--- config.mk ---
export PLATFORM = sky130hd
export DESIGN_NAME = dma_lvl_accept
export DESIGN_NICKNAME = d
export VERILOG_FILES = /design/src/rtl/dma_lvl_pkg.sv /design/src/rtl/dma_req_sync.sv /design/src/rtl/dma_gap_timer.sv /design/src/rtl/dma_lvl_accept.sv
export SDC_FILE = /design/constraint.sdc
export NUM_CORES = 1
export LEC_CHECK = 0
export ABC_AREA = 1
export BUFFER_PORTS_ARGS = -buffer_cell sky130_fd_sc_hd__buf_2
export CORE_MARGIN = 2
export CORE_UTILIZATION = 23
export CTS_BUF_LIST = sky130_fd_sc_hd__clkbuf_4 sky130_fd_sc_hd__clkbuf_8
export DETAILED_ROUTE_END_ITERATION = 10
export REMOVE_ABC_BUFFERS = 1
export SLEW_MARGIN = 10
export SYNTH_ARGS = -nofsm -noshare
export SYNTH_HDL_FRONTEND = slang
export SYNTH_SLANG_ARGS = --single-unit
--- constraint.sdc ---
create_clock -name clk -period 1.5 [get_ports clk]
set_input_delay 0.075 -clock clk [delete_from_list [all_inputs] [get_ports clk]]
set_output_delay 0.075 -clock clk [all_outputs]
set_load 0.02 [all_outputs]
--- src/rtl/dma_lvl_pkg.sv ---
package dma_lvl_pkg;

    typedef enum logic [2:0] {
        ST_IDLE   = 3'd0,
        ST_OPEN   = 3'd1,
        ST_HELD   = 3'd2,
        ST_ACT    = 3'd3,
        ST_SINGLE = 3'd4,
        ST_REL    = 3'd5,
        ST_DONE   = 3'd6
    } acc_state_e;

    typedef struct packed {
        acc_state_e st;
        logic       open;
        logic       breq;
        logic       stb;
    } acc_regs_t;

endpackage

--- src/rtl/dma_req_sync.sv ---
module dma_req_sync #(
    parameter int STAGES = 2
) (
    input  logic clk,
    input  logic rst_n,
    input  logic pin_i,
    output logic pin_s_o
);
    logic [STAGES-1:0] q_q, q_d;

    assign q_d[0] = pin_i;
    for (genvar i = 1; i < STAGES; i++) begin : g_stage
        assign q_d[i] = q_q[i-1];
    end

    always_ff @(posedge clk or negedge rst_n) begin
        if (!rst_n) q_q <= '1;
        else        q_q <= q_d;
    end

    assign pin_s_o = q_q[STAGES-1];
endmodule

--- src/rtl/dma_gap_timer.sv ---
module dma_gap_timer #(
    parameter int GAP = 2
) (
    input  logic clk,
    input  logic rst_n,
    input  logic load_i,
    input  logic run_i,
    output logic over_o
);
    localparam int CW = $clog2(GAP + 1);
    localparam logic [CW-1:0] LAST = CW'(GAP - 1);
    localparam logic [CW-1:0] TOP  = CW'(GAP);

    logic [CW-1:0] cnt_q, cnt_d;

    always_comb begin
        cnt_d = cnt_q;
        if (load_i)                   cnt_d = '0;
        else if (run_i && cnt_q != TOP) cnt_d = cnt_q + 1'b1;
    end

    always_ff @(posedge clk or negedge rst_n) begin
        if (!rst_n) cnt_q <= '0;
        else        cnt_q <= cnt_d;
    end

    assign over_o = run_i && (cnt_q >= LAST);

    a_r6_count_capped: assert property (@(posedge clk) disable iff (!rst_n)
        cnt_q <= TOP);
endmodule

--- src/rtl/dma_lvl_accept.sv ---
module dma_lvl_accept
    import dma_lvl_pkg::*;
#(
    parameter int SYNC_STAGES = 2,
    parameter int GAP         = 2
) (
    input  logic clk,
    input  logic rst_n,
    input  logic req_n,
    input  logic en_wr,
    input  logic en_val,
    input  logic count_done,
    input  logic bus_grant,
    output logic accept_o,
    output logic bus_req_o,
    output logic xfer_stb_o
);
    acc_regs_t r_q, r_d;
    logic      req_s;
    logic      gap_over;
    logic      dis_wr;

    assign dis_wr = en_wr && !en_val;

    dma_req_sync #(.STAGES(SYNC_STAGES)) u_sync (
        .clk     (clk),
        .rst_n   (rst_n),
        .pin_i   (req_n),
        .pin_s_o (req_s)
    );

    dma_gap_timer #(.GAP(GAP)) u_gap (
        .clk    (clk),
        .rst_n  (rst_n),
        .load_i (r_q.st == ST_SINGLE),
        .run_i  (r_q.st == ST_REL),
        .over_o (gap_over)
    );

    always_comb begin
        r_d = r_q;
        if (dis_wr) begin
            r_d.st = ST_IDLE;
        end else begin
            unique case (r_q.st)
                ST_IDLE, ST_DONE: if (en_wr && en_val) r_d.st = ST_OPEN;
                ST_OPEN:          if (!req_s)          r_d.st = ST_HELD;
                ST_HELD:          if (bus_grant)       r_d.st = ST_ACT;
                ST_ACT:           r_d.st = ST_SINGLE;
                ST_SINGLE:        r_d.st = count_done ? ST_DONE : ST_REL;
                ST_REL:           if (gap_over)        r_d.st = ST_OPEN;
                default:          r_d.st = ST_IDLE;
            endcase
        end
        r_d.open = (r_d.st == ST_OPEN);
        r_d.breq = (r_d.st == ST_HELD);
        r_d.stb  = (r_d.st == ST_SINGLE);
    end

    always_ff @(posedge clk or negedge rst_n) begin
        if (!rst_n) r_q <= '{st: ST_IDLE, open: 1'b0, breq: 1'b0, stb: 1'b0};
        else        r_q <= r_d;
    end

    assign accept_o   = r_q.open;
    assign bus_req_o  = r_q.breq;
    assign xfer_stb_o = r_q.stb;

    // Spacing monitor for strobe-to-strobe distance
    localparam int GW = $clog2(GAP + 2);
    logic [GW-1:0] since_q;
    logic          seen_q;
    always_ff @(posedge clk or negedge rst_n) begin
        if (!rst_n) begin
            since_q <= '0;
            seen_q  <= 1'b0;
        end else if (xfer_stb_o) begin
            since_q <= '0;
            seen_q  <= 1'b1;
        end else if (since_q != GW'(GAP + 1)) begin
            since_q <= since_q + 1'b1;
        end
    end

    a_r5_stb_one_cycle: assert property (@(posedge clk) disable iff (!rst_n)
        xfer_stb_o |=> !xfer_stb_o);

    a_r5_stb_after_grant: assert property (@(posedge clk) disable iff (!rst_n)
        xfer_stb_o |-> ($past(bus_grant, 2) && $past(bus_req_o, 2)));

    a_r4_hold_until_grant: assert property (@(posedge clk) disable iff (!rst_n)
        (bus_req_o && !bus_grant && !dis_wr) |=> bus_req_o);

    a_r6_strobe_spacing: assert property (@(posedge clk) disable iff (!rst_n)
        (xfer_stb_o && seen_q) |-> (since_q >= GW'(GAP)));

    a_r6_no_open_after_stb: assert property (@(posedge clk) disable iff (!rst_n)
        xfer_stb_o |=> !accept_o);

    a_r9_disable_quiets: assert property (@(posedge clk) disable iff (!rst_n)
        dis_wr |=> (!accept_o && !bus_req_o && !xfer_stb_o));
endmodule

* Yosys cells after proc, flatten, opt, wreduce, memory -nomap -nowiden *
Index checks and enable logic that the tools add are counted.

cells by class
  add/sub/neg operators = 1
  $mul = 0
  div/mod/pow operators = 0
  order comparisons = 1
  equality and inequality tests = 10
  shift-type cells = 0
  mux-type cells = 9
  bitwise logic cells = 0
  reduce and logical (&&, ||, !) cells = 8

operator list
  operator                                              number
  one-hot mux 3 bit (6 select lines)                    1
  2-to-1 mux 3 bit                                      5
  equality test 3 bit (second input constant)           4
  equality test 3 x 2 -> 1 bit (second input constant)  3
  equality test 3 x 1 -> 1 bit (second input constant)  2
  2-to-1 mux 2 bit                                      3
  logical AND 1 bit                                     4
  logical NOT 3 bit                                     1
  adder 2 x 1 -> 2 bit (second input constant)          1
  >= comparator 2 x 1 -> 1 bit (second input constant)  1
  != test 2 bit (second input constant)                 1
  nonzero test 2 bit                                    1
  OR reduction 2 bit                                    1
  logical NOT 1 bit                                     1

storage, ports and cells
  bits in registers = 10
  latch bits = 0
  bits in writable memories = 0
  memory bits (read-only) = 0
  input port bits = 7
  output and inout port bits = 3
  word-level logic and storage cells = 35
  memories kept = 0

* Logic depth before layout (Yosys ltp) *
  depth after elaboration = 6
  gate-level depth with buffers = 9

* Cells and area by module *
Synthesis repeated with hierarchy kept, for this count alone.

second synthesis, totals
  cells, all modules = 82
  area, all modules = 591.8 um2

modules (own cells, without submodules)
  module          instances  cells an instance  area each (um2)  sequential area each (um2)
  dma_lvl_accept  1          62                 405.4            150.1
  dma_gap_timer   1          18                 133.9            50.0
  dma_req_sync    1          2                  52.6             52.6

* Worst setup path after synthesis *
OpenSTA, ideal clock, no wires.

  kind = reg2reg
  from = register r_q[5] in the netlist's numbering
  to = register r_q (netlist bit accept_o)
  setup time = 121 ps
  arrival time = 960 ps
  setup slack = 419 ps
  cell stages (with the launch flop) = 8
  period minus slack after synthesis = 1,081 ps
  cells stage by stage = dfrtp_1 buf_4 inv_2 nand2_1 nand2_1 nand2_1 o21bai_1 nor2_1

RTL lines
  element                 line                  text
  start, declared         dma_lvl_accept.sv:18  acc_regs_t r_q, r_d;
  start signal, assigned  dma_lvl_accept.sv:61  if (!rst_n) r_q <= '{st: ST_IDLE, open: 1'b0, breq: 1'b0, stb: 1'b0};
  start signal, assigned  dma_lvl_accept.sv:62  else r_q <= r_d;

==> metrics <==
floorplan row count=17; Fillers=250; TritonRoute pass-1 iters=2; P_leak=0.411 nW; Slew HR=84.1%; worst r2r path cells=7; startpoint class of the critical path=flop; WHS Path Cells=5; worst-margin pin slew=0.238 ns; CTS tree=done; synth unique cells=15; first-pass GRT wire length=1940 µm; Avg Inst Size Synth=7.08 µm²; P_sw=518 µW; setup TNS=0 ns; data arrival time of the worst path=1.42 ns; clk_lat worst skew=0.26 ns; critical path required time=1.69 ns; number of global-route vias before repair=515; Setup CP Type=reg2reg; Clock Skew=0.00678 ns; Clk Tree Root Cell=clkbuf_4; Hold Crit Class=in2reg; total CTS buffers=3; RSZ-0062 raised after global routing=no; crit path cell chain=nor2_1, nand2_1, nand2_1, inv_1, nand3_1, nand2_1, nor2_1; Clock transition at path regs=0.06 ns; Remaining DRCs=0; Seq cells post-synth=10; Synth Cell Area=567 µm²; DP HPWL=878 µm; area grow syn2layout=21.6%; sequential share of the synthesized area=44.6%; Power Total=1.18 mW; # setup viols final=0; H-tree levels=1; PwrDens=1720 mW/mm²; Net Sw Frac=43.8%; gr usage total=9.27%; wire per inst=8.94 µm; # resized after CTS=0; Nets=104; largest net degree at the start of global routing=11; Final period util=82.4%; ANT cells=0; Core ar.=0.00228 mm²; die area=0.00288 mm²; routed vias/inst=4.20; Die Y=53.6 µm; Worst path slowest cell=dfrtp_1; iteration-0 DRC count of the detailed router=6; Finished Cell Area=689 µm²; Buffers on Ports=9; Final Util=30.3%; Post-DP Area=639 µm²; r2r startpoint=r_q[4]; Longest Clk Path Bufs=2; hold path start=en_val; Setup Buffers After CTS=0; f_max=809 MHz; RR Endpoint=xfer_stb_o; synth warn=0; Final ANT Viol Nets=0; Initial Util=24.9%; status=complete, no violations; crit-path max cell delay=0.46 ns; Hold Path End=r_q[4]; global route overflow=0; antenna violations before repair=0; Internal=666 µW; sequential share of power=37.0%; Tmin final=1.24 ns; DR vias=512; clock power share=17.1%; Max Slew Vio Count=0; crit path max fanout=7; # IOs=10; number of max-cap violations=0; gp weighted congestion=0.873; post-synthesis cell count=80; R2R Setup Slk=0.26 ns; Routed WL=1090 µm; crit end category=flop; CP dominant cell by count=nand2_1; Die Wd=53.6 µm; final hold vios=0; Comb pwr share=45.8%; layout cell share with drive strength beyond 1=21.3%; maximum VDD drop=0.000668 V; clk sinks=10
state kept, by name, indices dropped and copies added, names as in the netlist:
name,cells
xfer_stb_o,1
r_q,3
accept_o,1
u_gap.cnt_q,2
bus_req_o,1
u_sync.q_q,2
placed cells by master, fill, tap and decap left out, types with 2 or more instances in the layout:
cell / synthesis / final
dlygate4sd3_1: 0 / 2
dfstp_2: 2 / 2
inv_2: 3 / 3
nand3_1: 8 / 8
dfrtp_1: 8 / 8
nand2_1: 21 / 21
nand4_1: 3 / 3
buf_2: 0 / 9
nor2_1: 11 / 11
inv_1: 15 / 15
ha_1: 2 / 2
o21ai_0: 2 / 2
clkbuf_4: 0 / 4
power by group through the flow:
stage / Sequential (mW) / Clock [mW] / Combinational (mW)
3_3_place_gp: 0.438 / 0 / 0.531
5_1_grt: 0.450 / 0.227 / 0.633
2_1_floorplan: 0.464 / 0 / 0.380
6_report: 0.439 / 0.203 / 0.543
3_5_place_dp: 0.439 / 0 / 0.537
4_1_cts: 0.436 / 0.215 / 0.548
routing by layer:
layer | track usage, % | vias up | routed length (µm)
met2 | 15.4 | 9 | 520
met1 | 10.6 | 231 | 530
met4 | 8.12 | 0 | 15
met5 | 0 | - | 0
met3 | 0.833 | 2 | 25
li1 | - | 270 | -
kinds of logic after synthesis:
family / after synthesis / share of synthesized area (%)
and+or+nand+nor: 45 / 33.8
buffers and inverters: 19 / 13.2
adders and majority gates: 2 / 4.41
AOI/OAI and AO/OA: 4 / 3.97
DFF: 10 / 44.6
synthesized netlist by cell type:
cell type | n | area, µm²
buf_4 | 1 | 7.51
nand3_1 | 8 | 40.0
inv_2 | 3 | 11.3
dfrtp_1 | 8 | 200
a21oi_1 | 1 | 5.00
inv_1 | 15 | 56.3
nor2_2 | 1 | 6.26
ha_1 | 2 | 25.0
nand2_1 | 21 | 78.8
o21ai_0 | 2 | 10.0
dfstp_2 | 2 | 52.6
nand2_2 | 1 | 6.26
o21bai_1 | 1 | 7.51
nand4_1 | 3 | 18.8
nor2_1 | 11 | 41.3
critical path, delay by kind of cell (launching register included):
family	cells	cell delay, ns
buffers and inverters	1	0.04
flip-flops	1	0.46
AND/OR/NAND/NOR	6	0.67
cell type report:
class / instances / area, µm² / share of cell area, %
Clock buffer: 4 / 30.0 / 4.36
Inverter: 18 / 67.6 / 9.80
Multi-Input combinational cell: 51 / 239 / 34.7
Sequential cell: 10 / 253 / 36.7
Tap cell: 28 / 35.0 / 5.08
Timing Repair Buffer: 11 / 65.1 / 9.44
stage by stage:
stage | setup WS, ns | hold slack [ns] | instances
after floorplan | 0.450 | -0.221 | 79
after global placement | 0.328 | -0.0569 | 116
after detailed placement | 0.306 | -0.0538 | 116
after CTS | 0.271 | 0.168 | 122
after global routing | 0.156 | 0.197 | 122
final | 0.263 | 0.170 | 122
worst max-delay path by stage:
stage / slack, ns / start / cells after the start / endpoint
after detailed placement: 0.31 / r_q[4] / 7 / xfer_stb_o
after floorplan: 0.45 / r_q[5] / 6 / accept_o
after global routing: 0.16 / r_q[4] / 7 / xfer_stb_o
after global placement: 0.33 / r_q[4] / 7 / xfer_stb_o
after CTS: 0.27 / r_q[4] / 7 / xfer_stb_o
final: 0.26 / r_q[4] / 7 / xfer_stb_o
timing repair:
action	CTS	global route
hold buffers	2	0
endpoints found under the hold margin	11	0
setup endpoints to repair	0	0
Note: power is estimated with default switching activity, not from simulation.
